### config.mk
export PLATFORM = sky130hd
export DESIGN_NAME = rst_tier_ctrl
export DESIGN_NICKNAME = d
export VERILOG_FILES = /design/src/rtl/rst_tier_pkg.sv /design/src/rtl/sync_2ff.sv /design/src/rtl/release_timer.sv /design/src/rtl/cause_log.sv /design/src/rtl/rst_tier_ctrl.sv
export SDC_FILE = /design/constraint.sdc
export NUM_CORES = 1
export LEC_CHECK = 0
export ABC_AREA = 0
export BUFFER_PORTS_ARGS = -buffer_cell sky130_fd_sc_hd__buf_2
export CAP_MARGIN = 25
export CORE_MARGIN = 2
export CORE_UTILIZATION = 58
export DETAILED_ROUTE_END_ITERATION = 8
export GPL_TIMING_DRIVEN = 0
export MAX_ROUTING_LAYER = met4
export PLACE_DENSITY = 0.83
export SLEW_MARGIN = 20
export SYNTH_ARGS = -nofsm -noshare
export SYNTH_HDL_FRONTEND = slang
export SYNTH_SLANG_ARGS = --single-unit
export TNS_END_PERCENT = 5
### constraint.sdc
create_clock -name clk -period 3.8 [get_ports clk]
set_input_delay 0.38 -clock clk [delete_from_list [all_inputs] [get_ports clk]]
set_output_delay 0.38 -clock clk [all_outputs]
set_load 0.005 [all_outputs]
### src/rtl/rst_tier_pkg.sv
package rst_tier_pkg;
  localparam int unsigned VEC_W    = 16;
  localparam int unsigned N_CAUSE  = 4;
  localparam logic [VEC_W-1:0] HARD_VEC = 16'hFFFE;

  typedef enum int unsigned {
    C_WDT   = 0,
    C_FLASH = 1,
    C_PIN   = 2,
    C_SVS   = 3
  } cause_idx_e;
endpackage

### src/rtl/sync_2ff.sv
module sync_2ff #(
  parameter int unsigned W = 1
) (
  input  logic         clk,
  input  logic         rst_n,
  input  logic [W-1:0] d_i,
  output logic [W-1:0] q_o
);
  logic [W-1:0] s1_q;
  logic [W-1:0] s2_q;

  always_ff @(posedge clk or negedge rst_n) begin
    if (!rst_n) begin
      s1_q <= '0;
      s2_q <= '0;
    end else begin
      s1_q <= d_i;
      s2_q <= s1_q;
    end
  end

  assign q_o = s2_q;
endmodule

### src/rtl/release_timer.sv
module release_timer #(
  parameter int unsigned LIMIT = 100000
) (
  input  logic clk,
  input  logic rst_n,
  input  logic hold_i,
  output logic done_o
);
  localparam int unsigned CW = $clog2(LIMIT + 1);

  logic [CW-1:0] cnt_q;
  logic [CW-1:0] cnt_d;
  logic          cnt_en;

  always_comb begin
    cnt_en = hold_i || (cnt_q != CW'(LIMIT));
    cnt_d  = hold_i ? '0 : cnt_q + CW'(1);
  end

  always_ff @(posedge clk or negedge rst_n) begin
    if (!rst_n)      cnt_q <= '0;
    else if (cnt_en) cnt_q <= cnt_d;
  end

  assign done_o = (cnt_q == CW'(LIMIT));


  hold_clears_done_chk: assert property (@(posedge clk) disable iff (!rst_n)
    hold_i |=> !done_o);
endmodule

### src/rtl/cause_log.sv
module cause_log #(
  parameter int unsigned N = 4
) (
  input  logic         clk,
  input  logic         rst_n,
  input  logic [N-1:0] set_i,
  input  logic [N-1:0] clr_i,
  output logic [N-1:0] cause_o
);
  logic [N-1:0] q;

  for (genvar i = 0; i < N; i++) begin : g_bit
    logic bit_en;
    logic bit_d;
    always_comb begin
      bit_en = set_i[i] | clr_i[i];
      bit_d  = set_i[i];
    end
    always_ff @(posedge clk or negedge rst_n) begin
      if (!rst_n)      q[i] <= 1'b0;
      else if (bit_en) q[i] <= bit_d;
    end
  end

  assign cause_o = q;


  sticky_chk: assert property (@(posedge clk) disable iff (!rst_n)
    ($past(clr_i) == '0) |-> ((cause_o & $past(cause_o)) == $past(cause_o)));
endmodule

### src/rtl/rst_tier_ctrl.sv
module rst_tier_ctrl
  import rst_tier_pkg::*;
#(
  parameter int unsigned      RELEASE_CYCLES = 100000,
  parameter int unsigned      SOFT_HOLD      = 4,
  parameter logic [VEC_W-1:0] WDT_VEC        = 16'hFFFE,
  parameter logic [VEC_W-1:0] FLASH_VEC      = 16'hFFFC
) (
  input  logic               clk,
  input  logic               supply_ok,
  input  logic               rst_pin_n,
  input  logic               pin_nmi_sel,
  input  logic               svs_low,
  input  logic               svs_rst_en,
  input  logic               wdt_expire,
  input  logic               flash_key_err,
  input  logic [N_CAUSE-1:0] cause_clr,
  output logic               hard_rst_n,
  output logic               soft_rst_n,
  output logic [VEC_W-1:0]   fetch_vec,
  output logic [N_CAUSE-1:0] cause
);
  localparam int unsigned SH_W = $clog2(SOFT_HOLD + 2);

  // supply-loss reset, released on the clock
  logic live;
  sync_2ff #(.W(1)) u_live (
    .clk  (clk),
    .rst_n(supply_ok),
    .d_i  (1'b1),
    .q_o  (live)
  );

  logic [5:0] raw_in;
  logic [5:0] syn_in;
  assign raw_in = {rst_pin_n, pin_nmi_sel, svs_low, svs_rst_en, wdt_expire, flash_key_err};

  sync_2ff #(.W(6)) u_in (
    .clk  (clk),
    .rst_n(supply_ok),
    .d_i  (raw_in),
    .q_o  (syn_in)
  );

  logic pin_hit, svs_hit, wdt_hit, fl_hit, hard_req, soft_req;
  logic [N_CAUSE-1:0] set_vec;

  always_comb begin
    pin_hit  = live & ~syn_in[5] & ~syn_in[4];
    svs_hit  = live & syn_in[3] & syn_in[2];
    wdt_hit  = live & syn_in[1];
    fl_hit   = live & syn_in[0];
    hard_req = ~live | pin_hit | svs_hit;
    soft_req = wdt_hit | fl_hit;
    set_vec          = '0;
    set_vec[C_WDT]   = wdt_hit;
    set_vec[C_FLASH] = fl_hit;
    set_vec[C_PIN]   = pin_hit;
    set_vec[C_SVS]   = svs_hit;
  end

  logic rel_done;
  release_timer #(.LIMIT(RELEASE_CYCLES)) u_rel (
    .clk   (clk),
    .rst_n (supply_ok),
    .hold_i(hard_req),
    .done_o(rel_done)
  );

  cause_log #(.N(N_CAUSE)) u_log (
    .clk    (clk),
    .rst_n  (supply_ok),
    .set_i  (set_vec),
    .clr_i  (cause_clr),
    .cause_o(cause)
  );

  logic             hard_q, hard_d;
  logic             soft_q, soft_d;
  logic [SH_W-1:0]  sh_q, sh_d;
  logic [VEC_W-1:0] vec_q, vec_d;

  always_comb begin
    hard_d = rel_done & ~hard_req;
    if (soft_req)          sh_d = SH_W'(SOFT_HOLD);
    else if (sh_q != '0)   sh_d = sh_q - SH_W'(1);
    else                   sh_d = sh_q;
    soft_d = hard_d & ~soft_req & (sh_q == '0);
    vec_d  = vec_q;
    if (hard_req)     vec_d = HARD_VEC;
    else if (wdt_hit) vec_d = WDT_VEC;
    else if (fl_hit)  vec_d = FLASH_VEC;
  end

  always_ff @(posedge clk or negedge supply_ok) begin
    if (!supply_ok) begin
      hard_q <= 1'b0;
      soft_q <= 1'b0;
      sh_q   <= '0;
      vec_q  <= HARD_VEC;
    end else begin
      hard_q <= hard_d;
      soft_q <= soft_d;
      sh_q   <= sh_d;
      vec_q  <= vec_d;
    end
  end

  assign hard_rst_n = hard_q;
  assign soft_rst_n = soft_q;
  assign fetch_vec  = vec_q;


  soft_follows_hard_chk: assert property (@(posedge clk) disable iff (!supply_ok)
    !hard_rst_n |-> !soft_rst_n);


  vector_on_hard_chk: assert property (@(posedge clk) disable iff (!supply_ok)
    $fell(hard_rst_n) |-> (fetch_vec == HARD_VEC));
endmodule

==> summary.md <==
| Metric | Value |
|---|---|
| WS Path Type | `flip-flop to flip-flop` |
| CP Max Fanout | `5` |
| Post-synthesis register bit count | `41` |
| Finished Cell Area | `between 2000 and 2500 sq um` |
| Area Growth Syn to Fin | `13.58%` |
| Fin Hold WS | `121.5 ps` |
| Clock transition at path regs | `120 ps` |
| GPL Wtd Cong | `0.9103` |
| IO Count | `34` |
| RSZ-0062 raised after global routing | `no` |
| Critical Path AT | `1970 ps` |
| Total Wirelength | `3028 um` |
| Wire length per cell | `12.67 um` |
| Clk_skew | `7.774 ps` |
| First-pass GRT wire length | `between 5000 and 6000 um` |
| Nets | `221` |
| Commonest non-fill, non-tap cells in the layout | `dfrtp_1, buf_2, nor2_1` |
| GRT overflow | `0` |
| Hold Crit Class | `primary input to asynchronous set/reset pin` |
| Commonest non-fill, non-tap cell in the layout | `dfrtp_1` |
| Crit-path leading delay family | `simple AND/OR/NAND/NOR gates` |
| Number of H-tree levels | `2` |
| Slowest Stage Delay on Critical Path | `around 450 ps` |
| Pwr/cell area | `395.7 nW/um^2` |
| Pre-CTS WS | `around 2100 ps` |
| Post-cts gate resize count | `0` |
| Post-CTS repair timing setup buffer count | `0` |
| Startpoint types | `flip-flop` |
| Initial antenna violation count | `0` |
| Netlist Area Pre-Place | `1797 sq um` |
| Drt pass-1 iters | `4` |
| Least-Margin Pin Slew | `870.3 ps` |
| Ys Warns | `0` |
| Fin crit share | `0.4518` |
| Starting Density | `0.5983` |
| Leakage power | `0.9815 nW` |
| PnR worst setup slack | `2083 ps` |
| Post-detail-place hpwl | `2236 um` |
| Worst endpoint required time | `4050 ps` |
| Synth Instances | `166` |
| Buf+Inv Stages, Crit Path | `1` |
| Via-per-instance ratio | `5.142` |
| CTS tree | `yes` |
| Final Hold Vio Count | `0` |
| Largest net degree at the start of global routing | `42` |
| Avg Cell Area, Syn | `roughly 11 sq um` |
| Rows | `20` |
| Min Tclk post-route | `1717 ps` |
| Setup crit end kind | `flip-flop` |
| Reg-to-reg startpoint | `u_rel.cnt_q[0]` |
| Clock Sinks | `41` |
| Status | `finished, final reports clean` |
| Later-pin clock latency in the skew report | `350 ps` |
| Die area | `between 3000 and 4000 sq um` |
| Core Box Area | `3003 sq um` |
| Synth cell types | `31` |
| Clock root cell | `clkbuf_4` |
| R2R cell count | `5` |
| Die Span X | `59.66 um` |
| Sequential fraction of the synthesis area | `0.5717` |
| Overall Global Routing Usage | `0.2085` |
| DR iter-0 viols | `58` |
| Slew margin rel. | `0.4198` |
| Maxcap violations | `0` |
| CP cell instances | `inv_1 > ha_1 > nor4bb_1 > nand4_1 > nor4_1` |
| DIE HEIGHT | `around 60 um` |
| Slowest cell on the critical path | `dfrtp_1` |
| ANT nets after route | `0` |
| R2r setup slk | `around 2100 ps` |
| Routed vias | `around 1200` |
| Slew Limit Fails | `0` |
| Max Freq | `582.4 MHz` |
| Capturing point of the worst reg2reg path | `soft_rst_n` |
| DRC | `0` |
| Share of cells above drive strength 1 | `0.2136` |
| Port Buf Inserts | `18` |
| Cell Area, Placed | `1981 sq um` |
| Setup_tns | `0 ps` |
| ANT cells | `0` |
| Vias in the first global route | `1200` |
| CTS buffer count | `5` |
| Setup violators final | `0` |
| CTS Buffer Depth | `2` |
| Peak supply drop | `about 0.25 mV` |
| Hold-fix buffer count after cts | `0` |
-- worst max-delay path by stage --
stage	to	startpoint	cells past startpoint	slack [ps]
3_3_place_gp	soft_rst_n	u_rel.cnt_q[0]	5	2160
3_5_place_dp	u_rel.cnt_q[1]	u_rel.cnt_q[0]	6	2090
2_1_floorplan	soft_rst_n	u_rel.cnt_q[0]	5	2360
5_1_grt	u_rel.cnt_q[1]	u_rel.cnt_q[0]	6	1930
6_report	soft_rst_n	u_rel.cnt_q[0]	5	2080
4_1_cts	u_rel.cnt_q[1]	u_rel.cnt_q[0]	6	2070
-- synth_stat cells --
library cell / number / area (sq um)
a21oi_1: 7 / 35.03
dfstp_2: 1 / 26.28
nand2_1: 11 / 41.29
buf_4: 15 / 112.6
o21ai_0: 9 / 45.04
nor3_1: 1 / 5.000
and3_1: 2 / 12.51
conb_1: 2 / 7.510
and4_1: 1 / 8.760
and3b_1: 1 / 8.760
buf_6: 1 / 11.26
nand3b_1: 2 / 15.01
ha_1: 4 / 50.05
nand4_1: 7 / 43.79
nor4bb_1: 2 / 20.02
and2_1: 1 / 6.260
clkbuf_1: 2 / 7.510
or2b_1: 1 / 7.510
nand4_4: 1 / 21.27
dfrtp_1: 40 / 1001
and4b_1: 1 / 10.01
o21a_1: 1 / 7.510
inv_1: 10 / 37.54
mux2i_1: 1 / 10.01
a211oi_1: 1 / 7.510
or3_1: 4 / 25.02
xor2_1: 7 / 61.31
xnor2_1: 5 / 43.79
nand3_1: 5 / 25.02
nor2_1: 17 / 63.81
nor4_1: 3 / 18.77
-- kinds of logic (layout without fill, tap and decap cells) --
logic type	Yosys count	count (layout)	synth area share
multiplexers	1	1	0.005571
adder cells (fa/ha/maj)	4	4	0.02786
buffers and inverters	28	54	0.09402
AO/OA/AOI/OAI	18	18	0.05292
other	2	16	0.004180
XOR/XNOR	12	12	0.05850
AND/OR/NAND/NOR	60	60	0.1852
flip-flops	41	41	0.5717
-- through the flow --
step / utilization / instances / power (mW)
detailed placement: 0.6596 / 231 / 0.6039
global placement: 0.6596 / 231 / 0.5878
CTS: 0.6796 / 239 / 0.8204
floorplan: - / 180 / 0.5623
global route: 0.6796 / 239 / 0.8607
finish: 0.6796 / 239 / 0.8076
-- final cells by class --
type | instances | area, sq um
Clock buffer | 5 | 37.54
Sequential cell | 41 | 1027
Multi-Input combinational cell | 111 | 653.1
Clock inverter | 3 | 22.52
Tap cell | 33 | 41.29
Timing Repair Buffer | 18 | 90.09
Buffer | 18 | 131.4
Inverter | 10 | 37.54
Fill cell | 251 | 962.2
-- flip-flops by register name, summed over array words and instances, names as in the netlist --
register       flops
u_live.s1_q        1
soft_rst_n         1
u_in.s1_q          6
sh_q               3
fetch_vec          1
u_live.q_o         1
u_rel.cnt_q       17
hard_rst_n         1
u_log.cause_o      4
u_in.q_o           6
-- routing by layer --
layer	up-vias	wire length, um	global-route usage	share of wire
met2	30	1545	0.3385	0.51
met3	8	147	0.06926	0.049
met5	-	0	-	0
met1	587	1268	0.2292	0.42
met4	0	67	0.1016	0.022
li1	604	-	-	-
-- power breakdown --
group / internal, mW / switching [mW] / total (mW)
clock network: 0.0732 / 0.142 / 0.215
registers: 0.464 / 0.0160 / 0.480
logic: 0.0489 / 0.0633 / 0.112
total: 0.587 / 0.221 / 0.808
Power figures use the tool's default switching activity.
